## config.mk

```make
export PLATFORM = sky130hd
export DESIGN_NAME = sramw_wr
export DESIGN_NICKNAME = d
export VERILOG_FILES = /design/src/rtl/sramw_pkg.sv /design/src/rtl/sramw_seq.sv /design/src/rtl/sramw_hold.sv /design/src/rtl/sramw_pins.sv /design/src/rtl/sramw_wr.sv
export SDC_FILE = /design/constraint.sdc
export NUM_CORES = 1
export LEC_CHECK = 0
export BUFFER_PORTS_ARGS = -buffer_cell sky130_fd_sc_hd__clkbuf_2
export CORE_AREA = 2 2 56 58
export CTS_BUF_LIST = sky130_fd_sc_hd__clkbuf_2 sky130_fd_sc_hd__clkbuf_4 sky130_fd_sc_hd__clkbuf_8
export DETAILED_ROUTE_END_ITERATION = 12
export DIE_AREA = 0 0 58 60
export PLACE_DENSITY = 0.74
export SYNTH_ARGS = -nofsm -noshare
export SYNTH_HDL_FRONTEND = slang
export SYNTH_SLANG_ARGS = --single-unit
```

## constraint.sdc

```tcl
create_clock -name clk -period 2.75 [get_ports clk]
set_input_delay 0.1375 -clock clk [delete_from_list [all_inputs] [get_ports clk]]
set_output_delay 0.1375 -clock clk [all_outputs]
set_load 0.01 [all_outputs]
```

## src/rtl/sramw_pkg.sv

```systemverilog
package sramw_pkg;

   typedef enum logic [2:0] {
      TM_CYCLE,
      TM_CS_END,
      TM_ADDR_END,
      TM_PULSE,
      TM_DATA_END
   } tmin_e;

   // minimum interval in picoseconds for each speed grade
   function automatic int min_ps(input bit slow, input tmin_e which);
      int v;
      case (which)
         TM_CYCLE:    v = slow ? 45000 : 25000;
         TM_CS_END:   v = slow ? 35000 : 15000;
         TM_ADDR_END: v = slow ? 25000 : 15000;
         TM_PULSE:    v = slow ? 25000 : 15000;
         default:     v = slow ? 20000 : 12000;
      endcase
      return v;
   endfunction

   function automatic int cyc_up(input int ps, input int period_ps);
      return (ps + period_ps - 1) / period_ps;
   endfunction

   function automatic int max2(input int a, input int b);
      return (a > b) ? a : b;
   endfunction

   // cycles both strobes overlap before the terminating edge
   function automatic int low_cycles(input bit slow, input int period_ps);
      int l;
      l = cyc_up(min_ps(slow, TM_CS_END), period_ps);
      l = max2(l, cyc_up(min_ps(slow, TM_ADDR_END), period_ps));
      l = max2(l, cyc_up(min_ps(slow, TM_PULSE), period_ps));
      l = max2(l, cyc_up(min_ps(slow, TM_DATA_END), period_ps) + 1);
      return l;
   endfunction

   // cycles the sequencer stays busy after accepting a request
   function automatic int busy_cycles(input bit slow, input int period_ps);
      return max2(low_cycles(slow, period_ps) + 1,
                  cyc_up(min_ps(slow, TM_CYCLE), period_ps) - 1);
   endfunction

endpackage

```

## src/rtl/sramw_seq.sv

```systemverilog
module sramw_seq #(
   parameter int BUSY_CYC = 3,
   parameter int CW       = 2
) (
   input  logic          clk,
   input  logic          rst_n,
   input  logic          req_valid,
   output logic          accept,
   output logic          act_nxt,
   output logic [CW-1:0] cnt_nxt,
   output logic          busy,
   output logic          done
);

   logic          act_q;
   logic [CW-1:0] cnt_q;
   logic          fin;

   assign accept = !act_q && req_valid;
   assign busy   = act_q;

   always_comb begin
      act_nxt = act_q;
      cnt_nxt = cnt_q;
      fin     = 1'b0;
      if (accept) begin
         act_nxt = 1'b1;
         cnt_nxt = '0;
      end else if (act_q) begin
         if (cnt_q == CW'(BUSY_CYC - 1)) begin
            act_nxt = 1'b0;
            cnt_nxt = '0;
            fin     = 1'b1;
         end else begin
            cnt_nxt = cnt_q + CW'(1);
         end
      end
   end

   always_ff @(posedge clk or negedge rst_n) begin
      if (!rst_n) begin
         act_q <= 1'b0;
         cnt_q <= '0;
         done  <= 1'b0;
      end else begin
         act_q <= act_nxt;
         cnt_q <= cnt_nxt;
         done  <= fin;
      end
   end

   // completion pulse lasts one cycle and coincides with idle
   a_r8_done_single: assert property (@(posedge clk) disable iff (!rst_n)
      done |=> !done);
   a_r8_done_idle: assert property (@(posedge clk) disable iff (!rst_n)
      done |-> !busy);

endmodule

```

## src/rtl/sramw_hold.sv

```systemverilog
module sramw_hold #(
   parameter int ADDR_W = 15,
   parameter int DATA_W = 8
) (
   input  logic              clk,
   input  logic              rst_n,
   input  logic              accept,
   input  logic [ADDR_W-1:0] req_addr,
   input  logic [DATA_W-1:0] req_data,
   output logic [ADDR_W-1:0] addr_q,
   output logic [DATA_W-1:0] data_q
);

   always_ff @(posedge clk or negedge rst_n) begin
      if (!rst_n) begin
         addr_q <= '0;
         data_q <= '0;
      end else if (accept) begin
         addr_q <= req_addr;
         data_q <= req_data;
      end
   end

endmodule

```

## src/rtl/sramw_pins.sv

```systemverilog
module sramw_pins #(
   parameter int LOW_CYC   = 2,
   parameter int CW        = 2,
   parameter bit END_ON_CS = 1'b0
) (
   input  logic          clk,
   input  logic          rst_n,
   input  logic          act_nxt,
   input  logic [CW-1:0] cnt_nxt,
   output logic          cs_n,
   output logic          wr_n,
   output logic          dq_en
);

   logic cs_low_nxt;
   logic wr_low_nxt;
   logic en_nxt;

   generate
      if (END_ON_CS) begin : g_end_cs
         // chip-select terminates, write strobe follows one cycle later
         assign cs_low_nxt = act_nxt && (cnt_nxt < CW'(LOW_CYC));
         assign wr_low_nxt = act_nxt && (cnt_nxt < CW'(LOW_CYC + 1));
         a_r4_cs_first: assert property (@(posedge clk) disable iff (!rst_n)
            $rose(cs_n) |-> !wr_n);
      end else begin : g_end_wr
         // write strobe terminates, chip-select follows one cycle later
         assign wr_low_nxt = act_nxt && (cnt_nxt < CW'(LOW_CYC));
         assign cs_low_nxt = act_nxt && (cnt_nxt < CW'(LOW_CYC + 1));
         a_r4_wr_first: assert property (@(posedge clk) disable iff (!rst_n)
            $rose(wr_n) |-> !cs_n);
      end
   endgenerate

   assign en_nxt = act_nxt && (cnt_nxt != '0) && (cnt_nxt <= CW'(LOW_CYC));

   always_ff @(posedge clk or negedge rst_n) begin
      if (!rst_n) begin
         cs_n  <= 1'b1;
         wr_n  <= 1'b1;
         dq_en <= 1'b0;
      end else begin
         cs_n  <= !cs_low_nxt;
         wr_n  <= !wr_low_nxt;
         dq_en <= en_nxt;
      end
   end

   // the two strobes never rise together
   a_r4_no_joint_rise: assert property (@(posedge clk) disable iff (!rst_n)
      !($rose(cs_n) && $rose(wr_n)));
   // drivers on only after the write strobe has been low a cycle
   a_r5_drive_after_wr: assert property (@(posedge clk) disable iff (!rst_n)
      dq_en |-> $past(!wr_n));

endmodule

```

## src/rtl/sramw_wr.sv

```systemverilog
module sramw_wr #(
   parameter int ADDR_W        = 15,
   parameter int DATA_W        = 8,
   parameter int CLK_PERIOD_PS = 20000,
   parameter bit SLOW_GRADE    = 1'b0,
   parameter bit END_ON_CS     = 1'b0
) (
   input  logic              clk,
   input  logic              rst_n,
   input  logic              req_valid,
   input  logic [ADDR_W-1:0] req_addr,
   input  logic [DATA_W-1:0] req_data,
   output logic              busy,
   output logic              done,
   output logic [ADDR_W-1:0] mem_addr,
   output logic              mem_cs_n,
   output logic              mem_wr_n,
   output logic              mem_rd_n,
   output logic [DATA_W-1:0] mem_dq,
   output logic              mem_dq_en
);

   localparam int LOW_CYC  = sramw_pkg::low_cycles(SLOW_GRADE, CLK_PERIOD_PS);
   localparam int BUSY_CYC = sramw_pkg::busy_cycles(SLOW_GRADE, CLK_PERIOD_PS);
   localparam int CW       = $clog2(BUSY_CYC + 1);

   logic          accept;
   logic          act_nxt;
   logic [CW-1:0] cnt_nxt;

   assign mem_rd_n = 1'b1;

   sramw_seq #(
      .BUSY_CYC (BUSY_CYC),
      .CW       (CW)
   ) u_seq (
      .clk       (clk),
      .rst_n     (rst_n),
      .req_valid (req_valid),
      .accept    (accept),
      .act_nxt   (act_nxt),
      .cnt_nxt   (cnt_nxt),
      .busy      (busy),
      .done      (done)
   );

   sramw_hold #(
      .ADDR_W (ADDR_W),
      .DATA_W (DATA_W)
   ) u_hold (
      .clk      (clk),
      .rst_n    (rst_n),
      .accept   (accept),
      .req_addr (req_addr),
      .req_data (req_data),
      .addr_q   (mem_addr),
      .data_q   (mem_dq)
   );

   sramw_pins #(
      .LOW_CYC   (LOW_CYC),
      .CW        (CW),
      .END_ON_CS (END_ON_CS)
   ) u_pins (
      .clk     (clk),
      .rst_n   (rst_n),
      .act_nxt (act_nxt),
      .cnt_nxt (cnt_nxt),
      .cs_n    (mem_cs_n),
      .wr_n    (mem_wr_n),
      .dq_en   (mem_dq_en)
   );

   // address frozen for the whole cycle
   a_r7_addr_hold: assert property (@(posedge clk) disable iff (!rst_n)
      (busy && $past(busy)) |-> $stable(mem_addr));
   // chip-select low only inside a cycle
   a_r7_cs_in_cycle: assert property (@(posedge clk) disable iff (!rst_n)
      !mem_cs_n |-> busy);
   // latched data frozen while busy
   a_r3_data_hold: assert property (@(posedge clk) disable iff (!rst_n)
      (busy && $past(busy)) |-> $stable(mem_dq));

endmodule

```

# Word level (Yosys, flattened, before mapping)
# Index checks and enable logic that the tools add are counted.
dict set report totals {
  mem_bits_rw 0
  input_bits 26
  word_cells 31
  register_bits 30
  memories 0
  rom_bits 0
  latch_bits 0
}
dict set report classes {
  eq_ne 1
  muxes 9
  n_bitwise 0
  n_mul 0
  shift 0
  magnitude_cmp 3
  add_sub_neg 1
  n_reduce_logical 9
  div 0
}
# cell n
set ops {}
lappend ops {{two-way mux 1 bit} 6}
lappend ops {{two-way mux 2 bit} 3}
lappend ops {{logical AND 1 bit} 5}
lappend ops {{< comparator 2 bit (second input constant)} 2}
lappend ops {{zero test 1 bit} 3}
lappend ops {{adder 2 x 1 -> 2 bit (second input constant)} 1}
lappend ops {{== test 2 bit (second input constant)} 1}
lappend ops {{less-or-equal comparator 2 bit (second input constant)} 1}
lappend ops {{nonzero test 2 bit} 1}

# Logic depth before layout (Yosys ltp)
# Gate-level depths: netlist of the first run.
dict set report logic_depth {
  ltp_word 7
  depth_mapped 4
  ltp_nobuf 2
}

# Cells and area by module
# From an unflattened synthesis of the first run, not the netlist that was laid out.
dict set report hier_totals {
  hier_cells 69
  area_unflattened_um2 1136.1
}
# module instances cells_each area_per_inst_um2 seq_area_each_um2
set modules_own_cells {}
lappend modules_own_cells {sramw_hold 1 48 857.1 575.6}
lappend modules_own_cells {sramw_seq 1 11 161.4 100.1}
lappend modules_own_cells {sramw_pins 1 8 106.4 77.6}
lappend modules_own_cells {sramw_wr 1 2 11.3 0.0}

# Least setup slack after synthesis of the first run
# OpenSTA, ideal clock, no wires.
dict set report synth_path {
  path_type {reg2reg}
  start {reg u_seq.act_q (netlist: u_seq.busy)}
  end {reg u_hold.addr_q[0]}
  setup_time_ps 125
  synth_period_minus_slack_ps 1253
  arrival_ps 1128
  stages_incl_launch_ff 5
  path_slack_ps 1497
  cell_sequence {dfrtp_1 > nand2b_4 > buf_6 > buf_12 > mux2_4}
}
dict set report synth_between {
  elab_chain_cells 2
}
# element line
set synth_lines {}
lappend synth_lines {{from (decl)} sramw_seq.sv:15} ;# logic act_q;
lappend synth_lines {{from (signal assigned)} sramw_seq.sv:46} ;# act_q <= act_nxt;
lappend synth_lines {{zero test 1 bit} sramw_seq.sv:19} ;# assign accept = !act_q && req_valid;
lappend synth_lines {{logical AND 1 bit} sramw_seq.sv:19}
lappend synth_lines {{to (signal assigned)} sramw_hold.sv:19} ;# addr_q <= req_addr;
lappend synth_lines {{to (decl)} sramw_hold.sv:10} ;# output logic [ADDR_W-1:0] addr_q,
# No other way between the ends.
# A chain may end at the register's enable or synchronous reset.

# Worst setup path after layout of the first run
dict set report layout_path {
  start {reg u_seq.act_q (netlist: u_seq.busy)}
  end {reg u_hold.addr_q[6]}
}
# The elaborated chain is that of the path after synthesis.

==> impl_metrics.yaml, run 1 <==
synth:
  synth.avg_cell_area_um2: 18.0
  synthFlopType: "dfrtp_1"
  synth.net_count: 94
  seq_area_frac_synth_pct: 61.5
  yosys.area.top_type_share_pct: 57.2
  yosys.cell_count.top_type: "dfrtp_1"
  yosysWarnings: 0
  yosys.area.top_type: "dfrtp_1"
  synthCells: 68
  synth_area_leaders: "dfrtp_1 (57%), mux2_4 (23%), mux2_2 (4.6%)"
  synth_common_cells: "dfrtp_1 (28), mux2_4 (19), mux2_2 (5)"
  synth_area_um2: 1220
  ys_types: 16
  synth-seq-cells: 30
  synth-edff-count: 0
  ys_async_sr_fraction_pct: 100
sta:
  skew_ns: 0.00484
  worst_slack_ns: 1.40
  setup_viol: 0
  finalHoldViolations: 0
  slew_viol_final: 0
  fmax_mhz: 742
  min_period_over_period_pct: 49.0
  tightest_slew_ns: 0.730
  relSlewSlack_pct: 51.3
  timing.setup.tns_ns: 0
  fin_crit_ns: 1.35
  rsz0062_at_grt: "no"
floorplanning:
  die_w_um: 58
  design.core.area_um2: 2900
  dieHeight_um: 60
  start_util_pct: 42.2
  ios: 55
  row_count: 20
  fp.dieArea_um2: 3480
cts:
  cts_tree: "yes"
  insertion_delay_ns: 0.32
  cts_sinks: 30
  clockBufferDepth: 2
  path_clk_slew_ns: 0.09
  numCtsBuffers: 5
  cts_root_buf: "clkbuf_4"
  htreeDepth: 2
final_layout:
  fillCellCount: 257
  drive_gt1_share_pct: 70.6
  antenna_cells: 0
  syn2layout_area_growth_pct: 25.9
  fin_nets: 151
  stdcell_area_um2: 1540
place:
  portBuffers: 53
  hpwl_mm: 1.57
  pre_cts_slack_ns: 1.37
  gp_congestion: 0.676
  placed_area_um2: 1470
critical_path:
  crit_buf_inv: 0
  slowest_stage: "dfrtp_1"
  cp_top_family: "flip-flops"
  crit_fanout: 24
  crit_cells: 2
  r2r_cells: 2
  end_kind: "flip-flop"
  path_cells: "nand2b_4 > mux2_2"
  arrival_ns: 1.56
  crit_type: "flip-flop to flip-flop"
  critPathLaunchType: "flip-flop"
  critPathRequiredTime_ns: 2.96
  max_stage_delay_ns: 0.43
global_route:
  grt_start_max_net_pins: 31
  grt_pass1_wl_mm: 3.44
  grtUsageTotal_pct: 14.0
  grt.overflow.total: 0
  antenna_found_initial: 0
  grt_pass1_vias: 707
route:
  dr.pass1.iters: 4
  avgRoutedWirePerCell_um: 13.5
  vias_per_cell: 4.63
  drc_errors: 0
  wl_mm: 2.15
  ant_nets: 0
  drt-initial-drc-count: 10
  vias: 736
job:
  cap_violations: 0
hold_path:
  holdPathStages: 2
  holdCritPathClass: "primary input to flip-flop"
pwr:
  power_leakage_nw: 0.853
  peakVddDrop_mv: 0.586
  power_mw: 1.83
  power_density_nw_per_um2: 1190
status:
  outcome: "complete, no violations"
[state kept, by name, indices dropped and copies added (netlist names)]
signal and count:
u_hold.addr_q 15, u_hold.data_q 8, u_seq.cnt_q 2, u_pins.cs_n 1
u_pins.dq_en 1, u_pins.wr_n 1, u_seq.busy 1, u_seq.done 1
[repair_timing]
action,CTS,global route
endpoints found under the hold margin,28,0
hold buffers,1,0
buffers inserted,0,0
resized for setup,0,0
[stage by stage]
stage | instances | hold slack [ns] | util [%]
2_1_floorplan | 68 | -0.158 | -
3_3_place_gp | 150 | 0.215 | 50.7
3_5_place_dp | 150 | 0.234 | 50.7
4_1_cts | 159 | 0.0178 | 53.1
5_1_grt | 159 | 0.0109 | 53.1
6_report | 159 | 0.0401 | 53.1
[routing by layer]
layer  track usage, %  part of all wire, %
met5                0                    0
met2             20.5                   48
met3             6.06                  7.6
met4             7.97                  1.9
met1             17.5                   42
[cell families (layout without fill, tap and decap cells)]
kind of cell / count (synthesis) / after routing / share of synthesized area (%)
flops: 30 / 30 / 61.5
mux: 24 / 24 / 27.9
simple gates: 6 / 6 / 3.47
buf+inv: 4 / 62 / 4.80
compound gates: 2 / 2 / 1.33
other cells: 1 / 1 / 0.306
xor+xnor: 1 / 1 / 0.715
[layout by cell type, fill, tap and decap left out]
cell,n
a21boi_0,1
conb_1,1
clkbuf_2,53
nor2_1,2
or2_2,1
dfstp_2,2
dfrtp_1,28
nand2b_4,1
xnor2_1,1
mux2_2,5
dlygate4sd3_1,1
and3b_1,1
a22o_1,1
clkbuf_4,8
nor2b_1,1
mux2_4,19
[area by class of cell]
cell class	count	area [um2]	share of cell area (%)
clock buffer	8	60.1	3.89
timing repair buffer	54	275	17.8
multi-input combinational	34	413	26.8
sequential	30	753	48.8
tap	33	41.3	2.68
[path summary, 6_finish.rpt]
| kind | start | endpoint | slack (ns) |
|---|---|---|---|
| worst max-delay path | u_seq.busy | u_hold.addr_q[6] | 1.40 |
| worst min-delay path | req_data[5] | u_hold.data_q[5] | 0.04 |
| worst max register to register | u_seq.busy | u_hold.addr_q[6] | 1.40 |
| worst min register to register | u_hold.addr_q[6] | u_hold.addr_q[6] | 0.51 |
| max in group asynchronous | rst_n | u_hold.data_q[7] | 1.88 |
| min in group asynchronous | rst_n | u_hold.addr_q[0] | 0.40 |
[power breakdown]
part | total (mW) | internal (mW) | leakage, nW | switching (mW)
Clock | 0.269 | 0.131 | 0.0368 | 0.137
Combinational | 0.760 | 0.453 | 0.463 | 0.307
Sequential | 0.804 | 0.673 | 0.353 | 0.130
Power figures use the tool's default switching activity.
==> run 2: changes to the inputs <==
--- a/config.mk
+++ b/config.mk
@@ -6,10 +6,10 @@
 export NUM_CORES = 1
 export LEC_CHECK = 0
 export BUFFER_PORTS_ARGS = -buffer_cell sky130_fd_sc_hd__clkbuf_2
-export CORE_AREA = 2 2 56 58
+export CORE_AREA = 2 2 57 59
 export CTS_BUF_LIST = sky130_fd_sc_hd__clkbuf_2 sky130_fd_sc_hd__clkbuf_4 sky130_fd_sc_hd__clkbuf_8
 export DETAILED_ROUTE_END_ITERATION = 12
-export DIE_AREA = 0 0 58 60
+export DIE_AREA = 0 0 59 61
 export PLACE_DENSITY = 0.74
 export SYNTH_ARGS = -nofsm -noshare
 export SYNTH_HDL_FRONTEND = slang
==> constraint.sdc (replaced) <==
create_clock -name clk -period 1.2 [get_ports clk]
set_input_delay 0.06 -clock clk [delete_from_list [all_inputs] [get_ports clk]]
set_output_delay 0.06 -clock clk [all_outputs]
set_load 0.01 [all_outputs]
==> run 2 against run 1 <==
  * Design area increased by 21%
  * Die area increased by 3.4%
  * Sequential share of layout area decreased by 8.4 points
  * Critical path depth increased by 1
  * Worst setup slack got worse by 1.4 ns
  * Critical path type unchanged
  * Critical endpoint is now u_hold.addr_q[8]
==> impl_metrics.yaml, run 2 (synthesis gave the netlist of run 1 again) <==
status:
  outcome: "complete, no violations"
final_layout:
  layout_common_cells: "clkbuf_2 (53), dfrtp_1 (28), dlygate4sd3_1 (24), mux2_4 (19)"
  fillCellCount: 236
  final_cells: 188
  syn2layout_area_growth_pct: 52.3
  antenna_cells: 0
  stdcell_area_um2: 1870
  fin_nets: 180
  final_common_cell: "clkbuf_2"
  reg.largest.list: "u_hold.addr_q (15), u_hold.data_q (8), u_seq.cnt_q (2)"
  drive_gt1_share_pct: 61.3
  regMostFlops: "u_hold.addr_q"
  fin_util_pct: 63.2
  largest_reg_flops: 15
global_route:
  grt_start_max_net_pins: 31
  grt_pass1_wl_mm: 3.89
  grtUsageMet1_pct: 16.2
  antenna_found_initial: 0
  grt.overflow.total: 0
  groute.layer.met2.usage_pct: 27.6
  busiest_layer: "met2"
  grtUsageTotal_pct: 15.1
  use_met3_pct: 3.84
  grt_pass1_vias: 903
sta:
  timing.setup.tns_ns: 0
  fin_crit_ns: 1.15
  setup_viol: 0
  fmax_mhz: 869
  slew_viol_final: 0
  rsz0062_at_grt: "no"
  finalHoldViolations: 0
  skew_ns: 0.00481
  min_period_over_period_pct: 95.9
floorplanning:
  die_w_um: 59
  ios: 55
  dieHeight_um: 61
  fp.dieArea_um2: 3600
  row_count: 20
  start_util_pct: 41.5
  design.core.area_um2: 2950
critical_path:
  rr_endpoint: "u_hold.addr_q[8]"
  reg2reg_from: "u_seq.busy"
  ff2ff_setup_slack_ns: 0.05
  critPathRequiredTime_ns: 1.40
  arrival_ns: 1.35
  r2r_cells: 3
  critPathLaunchType: "flip-flop"
  crit_type: "flip-flop to flip-flop"
  end_kind: "flip-flop"
  crit_fanout: 5
place:
  gp_congestion: 0.633
  hpwl_mm: 1.72
  placed_area_um2: 1520
  dp_cells: 155
  portBuffers: 53
route:
  wl_mm: 2.54
  vias_per_cell: 4.48
  vias: 843
  ant_nets: 0
  avgRoutedWirePerCell_um: 13.5
  dr.pass1.iters: 4
  drt-initial-drc-count: 9
  drc_errors: 0
job:
  cap_violations: 0
cts:
  cts_sinks: 30
  insertion_delay_ns: 0.32
  clockBufferDepth: 2
  cts_root_buf: "clkbuf_4"
  path_clk_slew_ns: 0.09
  htreeDepth: 2
  numCtsBuffers: 5
  cts_tree: "yes"
pwr:
  power_mw: 4.51
  power_leakage_nw: 0.997
  power_density_nw_per_um2: 2420
  peakVddDrop_mv: 1.34
hold_path:
  holdCritPathClass: "primary input to flip-flop"
  hold_end: "u_seq.busy"
  hp-start: "req_valid"
  holdPathStages: 3
## run 2: what timing repair did
| action | CTS | global route |
|---|---|---|
| buffers inserted | 0 | 1 |
| gates resized for setup | 1 | 0 |
| endpoints found under the setup margin | 2 | 6 |
| hold buffers | 24 | 0 |
| endpoints found under the hold margin | 51 | 0 |
## run 2: worst max-delay path by stage
stage                    start           endpoint  slack, ns  cells past startpoint
floorplan           u_seq.busy   u_hold.addr_q[0]      -0.05                      4
global placement    u_seq.busy  u_hold.addr_q[14]       0.06                      3
detailed placement  u_seq.busy   u_hold.addr_q[2]       0.02                      3
CTS                 u_seq.busy   u_hold.data_q[5]       0.01                      3
global route        u_seq.busy   u_hold.data_q[7]      0.003                      3
finish              u_seq.busy   u_hold.addr_q[8]       0.05                      3
## run 2: where the power goes
| part | internal, mW | leakage, nW | switching (mW) | total (mW) |
|---|---|---|---|---|
| clock | 0.400 | 0.0446 | 0.325 | 0.725 |
| sequential | 1.54 | 0.353 | 0.293 | 1.84 |
| combinational | 1.19 | 0.600 | 0.761 | 1.95 |
| total | 3.14 | 0.997 | 1.38 | 4.51 |
## run 2: area by class of cell
class | instances | area, um2 | share of cell area (%)
flip-flops and latches | 30 | 753 | 40.4
repair buffers | 83 | 579 | 31.1
clock buffers | 8 | 78.8 | 4.23
well taps | 33 | 41.3 | 2.21
multi-input cells | 34 | 413 | 22.1
## run 2: worst max-delay path, cell delays in order (launching register included)
cell	delay (ns)
dfrtp_1	0.39
nand2b_4	0.18
buf_4	0.17
mux2_4	0.29
## run 2: through the flow
step | hold WS (ns) | setup slack (ns)
finish | 0.105 | 0.0488
CTS | 0.0935 | 0.0138
global route | 0.106 | 0.00315
global placement | 0.0804 | 0.0592
detailed placement | 0.0899 | 0.0196
floorplan | -0.236 | -0.0532
## run 2: metal layers
| metal | vias to the layer above | share of wire, % |
|---|---|---|
| li1 | 402 | - |
| met1 | 408 | 39 |
| met2 | 28 | 55 |
| met3 | 5 | 4.2 |
| met4 | 0 | 1.4 |
| met5 | - | 0 |
==> run 3: changes to the inputs <==
--- a/config.mk
+++ b/config.mk
@@ -10,7 +10,7 @@
 export CTS_BUF_LIST = sky130_fd_sc_hd__clkbuf_2 sky130_fd_sc_hd__clkbuf_4 sky130_fd_sc_hd__clkbuf_8
 export DETAILED_ROUTE_END_ITERATION = 12
 export DIE_AREA = 0 0 59 61
-export PLACE_DENSITY = 0.74
+export PLACE_DENSITY_LB_ADDON = 0.1
 export SYNTH_ARGS = -nofsm -noshare
 export SYNTH_HDL_FRONTEND = slang
 export SYNTH_SLANG_ARGS = --single-unit
==> run 3 against run 2 <==
  * Via count is 2.4% lower
  * Worst setup slack better by 0.036 ns
  * Utilization decreased by 1.1 points
  * Largest cell class unchanged
  * Highest routed layer unchanged
==> impl_metrics.yaml, run 3 (synthesis gave the netlist of run 1 again) <==
critical_path:
  arrival_ns: 1.33
  critPathRequiredTime_ns: 1.42
  startpoint: "u_seq.busy"
  crit_fanout: 12
  critPathLaunchType: "flip-flop"
  end_kind: "flip-flop"
  crit_type: "flip-flop to flip-flop"
  r2r_cells: 3
  reg2reg_from: "u_seq.busy"
final_layout:
  syn2layout_area_growth_pct: 49.5
  fillCellCount: 240
  final_common_cell: "clkbuf_2"
  final_cells: 186
  reg.largest.list: "u_hold.addr_q (15), u_hold.data_q (8), u_seq.cnt_q (2)"
  layout_common_cells: "clkbuf_2 (53), dfrtp_1 (28), dlygate4sd3_1 (24), mux2_4 (19), clkbuf_4 (6)"
  largest_reg_flops: 15
  fin_util_pct: 62.0
  stdcell_area_um2: 1830
  drive_gt1_share_pct: 60.8
  regMostFlops: "u_hold.addr_q"
  fin_nets: 178
  antenna_cells: 0
floorplanning:
  fp.dieArea_um2: 3600
  design.core.area_um2: 2950
  die_w_um: 59
  start_util_pct: 41.5
  dieHeight_um: 61
  row_count: 20
  ios: 55
route:
  ant_nets: 0
  wl_mm: 2.49
  vias: 823
  drc_errors: 0
  drt-initial-drc-count: 9
  dr.pass1.iters: 3
  vias_per_cell: 4.42
  avgRoutedWirePerCell_um: 13.4
sta:
  worst_slack_ns: 0.0844
  timing.setup.tns_ns: 0
  skew_ns: 0.00588
  setup_viol: 0
  slew_viol_final: 0
  fin_crit_ns: 1.12
  fmax_mhz: 896
  min_period_over_period_pct: 93.0
  holdWs_ns: 0.0747
  rsz0062_at_grt: "no"
  finalHoldViolations: 0
place:
  dp_cells: 154
  placed_area_um2: 1530
  hpwl_mm: 1.63
  gp_congestion: 0.691
  portBuffers: 53
  pre_cts_slack_ns: 0.0915
hold_path:
  holdCritPathClass: "primary input to flip-flop"
  hp-start: "req_valid"
  holdPathStages: 3
pwr:
  power_leakage_nw: 0.981
  peakVddDrop_mv: 1.18
  power_density_nw_per_um2: 2400
  power_mw: 4.39
cts:
  path_clk_slew_ns: 0.09
  cts_resized: 0
  clockBufferDepth: 2
  cts_root_buf: "clkbuf_4"
  cts_tree: "yes"
  cts_sinks: 30
  insertion_delay_ns: 0.33
  htreeDepth: 2
  cts_setup_buffers: 0
  numCtsBuffers: 5
global_route:
  grt_start_max_net_pins: 31
  grt.overflow.total: 0
  grt_pass1_vias: 878
  grt_pass1_wl_mm: 3.90
  grtUsageTotal_pct: 15.5
  antenna_found_initial: 0
job:
  cap_violations: 0
status:
  outcome: "complete, no violations"
-- run 3: worst paths after layout --
kind                                     end  slack, ns
max reg2reg                 u_hold.data_q[4]       0.08
max                         u_hold.data_q[4]       0.08
min in group asynchronous   u_hold.addr_q[9]       0.27
min                               u_seq.busy       0.07
min reg2reg                u_hold.addr_q[12]       0.51
max in group asynchronous        u_pins.cs_n       0.61
-- run 3: cell type report --
type	instances	area, um2	area share, %
sequential	30	753	41.1
timing repair buffer	81	561	30.6
tap	33	41.3	2.25
clock buffer	7	58.8	3.21
clock inverter	1	5.00	0.273
multi-input combinational	34	413	22.5
-- run 3: worst max-delay path: stages, from the launching register on --
cell,delay [ns]
dfrtp_1,0.39
nand2b_4,0.17
buf_12,0.16
mux2_4,0.30
-- run 3: routing by layer --
layer  GRT usage, %  wire length (um)  up-vias
li1               -                 -      400
met1           16.5              1020      387
met2           27.0              1290       30
met3           4.05               128        6
met4           10.7                55        0
met5              0                 0        -
-- run 3: what timing repair did --
action,CTS,global route
setup endpoints to repair,0,0
endpoints found under the hold margin,51,0
hold buffers,24,0
-- run 3: power breakdown --
part	total [mW]	internal, mW	switching (mW)
registers	1.82	1.54	0.273
clock network	0.637	0.306	0.331
logic	1.94	1.17	0.773
total	4.39	3.02	1.38
